**config.mk**
```make
export PLATFORM = sky130hd
export DESIGN_NAME = vga_band_sync
export DESIGN_NICKNAME = d
export VERILOG_FILES = /design/src/rtl/vga_band_pkg.sv /design/src/rtl/vga_hctl.sv /design/src/rtl/vga_vpath.sv /design/src/rtl/vga_band_sync.sv
export SDC_FILE = /design/constraint.sdc
export NUM_CORES = 1
export LEC_CHECK = 0
export BUFFER_PORTS_ARGS = -buffer_cell sky130_fd_sc_hd__buf_2
export CORE_MARGIN = 10
export CORE_UTILIZATION = 50
export DETAILED_ROUTE_END_ITERATION = 16
export PLACE_DENSITY_LB_ADDON = 0.05
export SETUP_SLACK_MARGIN = 0.1
export SYNTH_ARGS = -nofsm -noshare
export SYNTH_HDL_FRONTEND = slang
export SYNTH_SLANG_ARGS = --single-unit
```
**constraint.sdc**
```tcl
create_clock -name clk -period 1.94 [get_ports clk]
set_input_delay 0 -clock clk [delete_from_list [all_inputs] [get_ports clk]]
set_output_delay 0 -clock clk [all_outputs]
set_load 0.02 [all_outputs]
```
**src/rtl/vga_band_pkg.sv**
```systemverilog
package vga_band_pkg;

  // Strobes from the horizontal control to the line datapath
  typedef struct packed {
    logic pixTick;  // this clock is a pixel slot
    logic lineEnd;  // horizontal position sits on the last slot
  } lineCtl_t;

endpackage

```
**src/rtl/vga_hctl.sv**
```systemverilog
module vga_hctl
  import vga_band_pkg::*;
#(
  parameter int H_TOTAL = 800,
  parameter int H_SYNC  = 96
) (
  input  logic     clk,
  input  logic     rst,
  input  logic     pixEn,
  output lineCtl_t ctl,
  output logic     hsyncN
);

  localparam int HW        = $clog2(H_TOTAL);
  localparam int SYNC_FROM = H_TOTAL - H_SYNC;

  logic [HW-1:0] hCount;
  logic [HW-1:0] hNext;

  always_comb begin
    hNext = hCount;
    if (pixEn) begin
      if (hCount == HW'(H_TOTAL - 1)) hNext = '0;
      else                            hNext = hCount + 1'b1;
    end
  end

  // Sync is decoded from the next position so it lines up with hCount
  always_ff @(posedge clk) begin
    if (rst) begin
      hCount <= '0;
      hsyncN <= 1'b1;
    end else begin
      hCount <= hNext;
      hsyncN <= (hNext < HW'(SYNC_FROM));
    end
  end

  assign ctl.pixTick = pixEn;
  assign ctl.lineEnd = (hCount == HW'(H_TOTAL - 1));

  a_r1_hpos_range: assert property (@(posedge clk) disable iff (rst)
    hCount <= HW'(H_TOTAL - 1));

  a_r2_hsync_window: assert property (@(posedge clk) disable iff (rst)
    hsyncN == (hCount < HW'(SYNC_FROM)));

  a_r3_hold_idle: assert property (@(posedge clk) disable iff (rst)
    !pixEn |=> ($stable(hCount) && $stable(hsyncN)));

  a_r8_reset_clears: assert property (@(posedge clk)
    rst |=> (hCount == '0 && hsyncN));

endmodule

```
**src/rtl/vga_vpath.sv**
```systemverilog
module vga_vpath
  import vga_band_pkg::*;
#(
  parameter int V_TOTAL  = 525,
  parameter int VS_START = 520,
  parameter int RED_BIT  = 7,
  parameter int BLUE_BIT = 8
) (
  input  logic                       clk,
  input  logic                       rst,
  input  lineCtl_t                   ctl,
  output logic                       vsyncN,
  output logic                       red,
  output logic                       green,
  output logic                       blue,
  output logic [$clog2(V_TOTAL)-1:0] lineNum
);

  localparam int LW = $clog2(V_TOTAL);

  logic [LW-1:0] lineCount;
  logic [LW-1:0] lineNext;
  logic          lineStep;

  assign lineStep = ctl.pixTick && ctl.lineEnd;

  always_comb begin
    lineNext = lineCount;
    if (lineStep) begin
      if (lineCount == LW'(V_TOTAL - 1)) lineNext = '0;
      else                               lineNext = lineCount + 1'b1;
    end
  end

  always_ff @(posedge clk) begin
    if (rst) begin
      lineCount <= '0;
      vsyncN    <= 1'b1;
    end else begin
      lineCount <= lineNext;
      vsyncN    <= (lineNext < LW'(VS_START));
    end
  end

  assign lineNum = lineCount;
  assign green   = 1'b0;

  // Band taps: a bit index beyond the counter width gives a dark channel
  generate
    if (RED_BIT < LW) begin : g_redTap
      assign red = lineCount[RED_BIT];
    end else begin : g_redOff
      assign red = 1'b0;
    end
    if (BLUE_BIT < LW) begin : g_blueTap
      assign blue = lineCount[BLUE_BIT];
    end else begin : g_blueOff
      assign blue = 1'b0;
    end
  endgenerate

  a_r4_line_step: assert property (@(posedge clk) disable iff (rst)
    (lineStep && lineCount != LW'(V_TOTAL - 1)) |=> lineCount == $past(lineCount) + 1'b1);

  a_r4_line_hold: assert property (@(posedge clk) disable iff (rst)
    !lineStep |=> $stable(lineCount));

  a_r5_line_wrap: assert property (@(posedge clk) disable iff (rst)
    (lineStep && lineCount == LW'(V_TOTAL - 1)) |=> lineCount == '0);

  a_r6_vsync_window: assert property (@(posedge clk) disable iff (rst)
    vsyncN == (lineCount < LW'(VS_START)));

  a_r8_reset_lines: assert property (@(posedge clk)
    rst |=> (lineCount == '0 && vsyncN));

endmodule

```
**src/rtl/vga_band_sync.sv**
```systemverilog
module vga_band_sync
  import vga_band_pkg::*;
#(
  parameter int H_TOTAL  = 800,
  parameter int H_SYNC   = 96,
  parameter int V_TOTAL  = 525,
  parameter int VS_START = 520,
  parameter int RED_BIT  = 7,
  parameter int BLUE_BIT = 8
) (
  input  logic                       clk,
  input  logic                       rst,
  input  logic                       pixEn,
  output logic                       hsyncN,
  output logic                       vsyncN,
  output logic                       red,
  output logic                       green,
  output logic                       blue,
  output logic [$clog2(V_TOTAL)-1:0] lineNum
);

  lineCtl_t ctl;

  vga_hctl #(
    .H_TOTAL(H_TOTAL),
    .H_SYNC (H_SYNC)
  ) i_hctl (
    .clk   (clk),
    .rst   (rst),
    .pixEn (pixEn),
    .ctl   (ctl),
    .hsyncN(hsyncN)
  );

  vga_vpath #(
    .V_TOTAL (V_TOTAL),
    .VS_START(VS_START),
    .RED_BIT (RED_BIT),
    .BLUE_BIT(BLUE_BIT)
  ) i_vpath (
    .clk    (clk),
    .rst    (rst),
    .ctl    (ctl),
    .vsyncN (vsyncN),
    .red    (red),
    .green  (green),
    .blue   (blue),
    .lineNum(lineNum)
  );

endmodule

```
==> flow_summary_export.csv <==
group,metric,value,unit
outcome,outcome,"finished, violations left",
outcome,violations,"negative hold slack",
final_layout,area.growth.synth_to_final,27.0,%
detailed_routing,wl_per_cell,15.4,um
global_route,grt_pass1_wl,4910,um
detailed_routing,vias_per_cell,5.58,
placement,place.port_buffers,16,
floorplanning,std_cell_rows,17,
synthesis,synth_largest_area_cell,"dfxtp_1",
floorplanning,chipWidth,69.1,um
global_route,grt_remaining_overflow,0,
min_path,min_path_cells,3,
power,p_leak,0.614,nW
floorplanning,core,2250,um^2
timing,hold_slack,-0.00394,ns
detailed_routing,drc_errors,0,
timing,slew_viol_final,0,
synthesis,ys_warn_count,0,
cts,clock_latency,0.32,ns
power,ir_drop,0.000403,V
synthesis,synthTopCellsByArea,"dfxtp_1, xor2_1, nor2_1",
power,power.density,558,nW/um^2
cts,root_buffer,"clkbuf_4",
placement,dpl.hpwl,2130,um
run,drv_cap,0,
floorplanning,ioPinCount,18,
timing,setup_violations,0,
synthesis,synth_flop_cell,"dfxtp_1",
synthesis,synth.avg_cell_area,8.56,um^2
timing,setup_tns,0,ns
power,p_total,0.000856,W
detailed_routing,vias,1104,
global_route,globalRouteTotalUtil,11.6,%
floorplanning,die_h,69.1,um
setup_path,cp-start-kind,"flip-flop",
setup_path,cp-end-kind,"flip-flop",
final_layout,nets,177,
synthesis,synth_edf_count,0,
cts,cts_tree,"done",
synthesis,synth_commonest_cells,"dfxtp_1, nor2_1, nand2_1, xor2_1, nand3_1",
setup_path,cp_data_arrival_time,2.05,ns
global_route,grt_pass1_vias,1109,
timing,clock_skew,0.00716,ns
final_layout,fill_cells,209,
cts,path_clk_slew,0.14,ns
global_route,antenna_found_initial,0,
detailed_routing,drtAntennaViolNets,0,
synthesis,ys_async_sr_fraction,0,%
cts,cts_buffer_depth,2,
synthesis,synth_cell_types,39,
synthesis,yosysSeqAreaShare,36.5,%
final_layout,drive_above_1_share,34.1,%
setup_path,path_class,"reg2reg",
timing,setup_slack,0.111,ns
final_layout,multi_input_area,754,um^2
detailed_routing,drtPass1Iterations,4,
setup_path,rr_worst_depth,9,
detailed_routing,drtIter0Drc,48,
placement,routabilityCongestion,0.865,
global_route,grt_max_degree,16,
synthesis,yosysTopAreaCellShare,36.5,%
placement,dp_slack,0.0688,ns
synthesis,yosysMostFrequentCell,"dfxtp_1",
floorplanning,die_area,4780,um^2
timing,finalHoldViolations,1,
final_layout,register_area,449,um^2
min_path,hold_path.class,"in2reg",
synthesis,postSynthCellCount,141,
cts,h-tree-depth,1,
floorplanning,start_util,53.6,%
final_layout,n_antenna_cell,0,
synthesis,ys_ff_latch,22,
timing,rsz0062_at_grt,"true",
synthesis,syn_area,1210,um^2
cts,cts_sinks,22,
timing,fin_crit_sh,94.3,%
timing,min_period,1.83,ns
synthesis,syn-num-nets,147,
setup_path,crit_fanout,4,
timing,max_freq,547,MHz
detailed_routing,wl,3060,um
setup_path,required,2.16,ns
cts,cts_made_buffers,3,
-- state kept, by name (all words and copies together), names as in the netlist --
| name | cells |
|---|---|
| i_vpath.vsyncN | 1 |
| i_hctl.hCount | 10 |
| i_vpath.lineNum | 10 |
| i_hctl.hsyncN | 1 |
-- report_power, final --
part	internal, W	total, W	switching, W	leakage, nW
Combinational	0.0000119	0.0000305	0.0000186	0.405
Sequential	0.000456	0.000459	0.00000295	0.181
Clock	0.000209	0.000366	0.000157	0.0279
-- layout make-up --
type | count | share of cell area [%]
Multi-Input combinational cell | 106 | 49.2
Sequential cell | 22 | 29.3
Timing Repair Buffer | 33 | 14.6
Tap cell | 28 | 2.28
Clock inverter | 1 | 1.96
Clock buffer | 3 | 1.47
Inverter | 5 | 1.22
-- final timing paths --
check / start / end / slack [ns]
setup / recovery: i_hctl.hCount[6] / i_vpath.vsyncN / 0.11
hold reg to reg: i_hctl.hCount[1] / i_hctl.hCount[1] / 0.50
hold / removal: pixEn / i_hctl.hCount[1] / -0.004
setup reg to reg: i_hctl.hCount[6] / i_vpath.vsyncN / 0.11
-- per-stage QoR --
stage	area, um^2	util [%]	std cells
5_1_grt	1530	68.0	198
4_1_cts	1450	64.3	195
3_5_place_dp	1390	61.5	191
6_report	1530	68.0	198
2_1_floorplan	1220	-	141
3_3_place_gp	1390	61.5	191
-- layout by cell type, fill, tap and decap left out, drive strengths merged, types with 3 or more instances in the layout --
cell type | Yosys | routed
ha | 3 | 3
nor3 | 6 | 6
a21oi | 6 | 6
nor2 | 19 | 19
buf | 4 | 33
nand2 | 10 | 10
nand4 | 7 | 7
xnor2 | 7 | 7
nor4 | 4 | 4
dfxtp | 22 | 22
o21ai | 4 | 4
nand3 | 8 | 8
xor2 | 9 | 9
clkbuf | 4 | 3
inv | 5 | 5
-- worst max-delay path: stages, from the launching register on --
cell and delay [ns]:
dfxtp_2 0.36, nand4bb_4 0.24, buf_6 0.15, nor4_4 0.27, buf_4 0.18, buf_12 0.10
nand3b_1 0.10, a21oi_1 0.06, a31oi_1 0.17, o31ai_1 0.09
-- metal layers --
metal | global-route usage [%] | wire length (um) | up-vias | part of all wire (%)
li1 | - | - | 554 | -
met1 | 14.2 | 1390 | 511 | 45
met2 | 18.4 | 1420 | 33 | 47
met3 | 3.28 | 177 | 6 | 5.8
met4 | 4.43 | 70 | 0 | 2.3
met5 | 0 | 0 | - | 0
-- logic make-up (layout without fill, tap and decap cells) --
kind of cell	after synthesis	count (layout)	synth area share [%]
other	1	1	0.311
XOR/XNOR	16	16	11.6
flip-flops	22	22	36.5
AND/OR/NAND/NOR	69	69	34.4
buffers and inverters	13	42	5.18
adder cells (fa/ha/maj)	3	3	3.11
AO/OA/AOI/OAI	17	17	8.91
-- timing repair --
item                                    CTS  global route
resized for setup                         3            11
pin swaps                                 0             5
buffers inserted                          0             3
hold buffers                              0             0
endpoints found under the setup margin    8             9
Note: power is estimated with default switching activity, not from simulation.
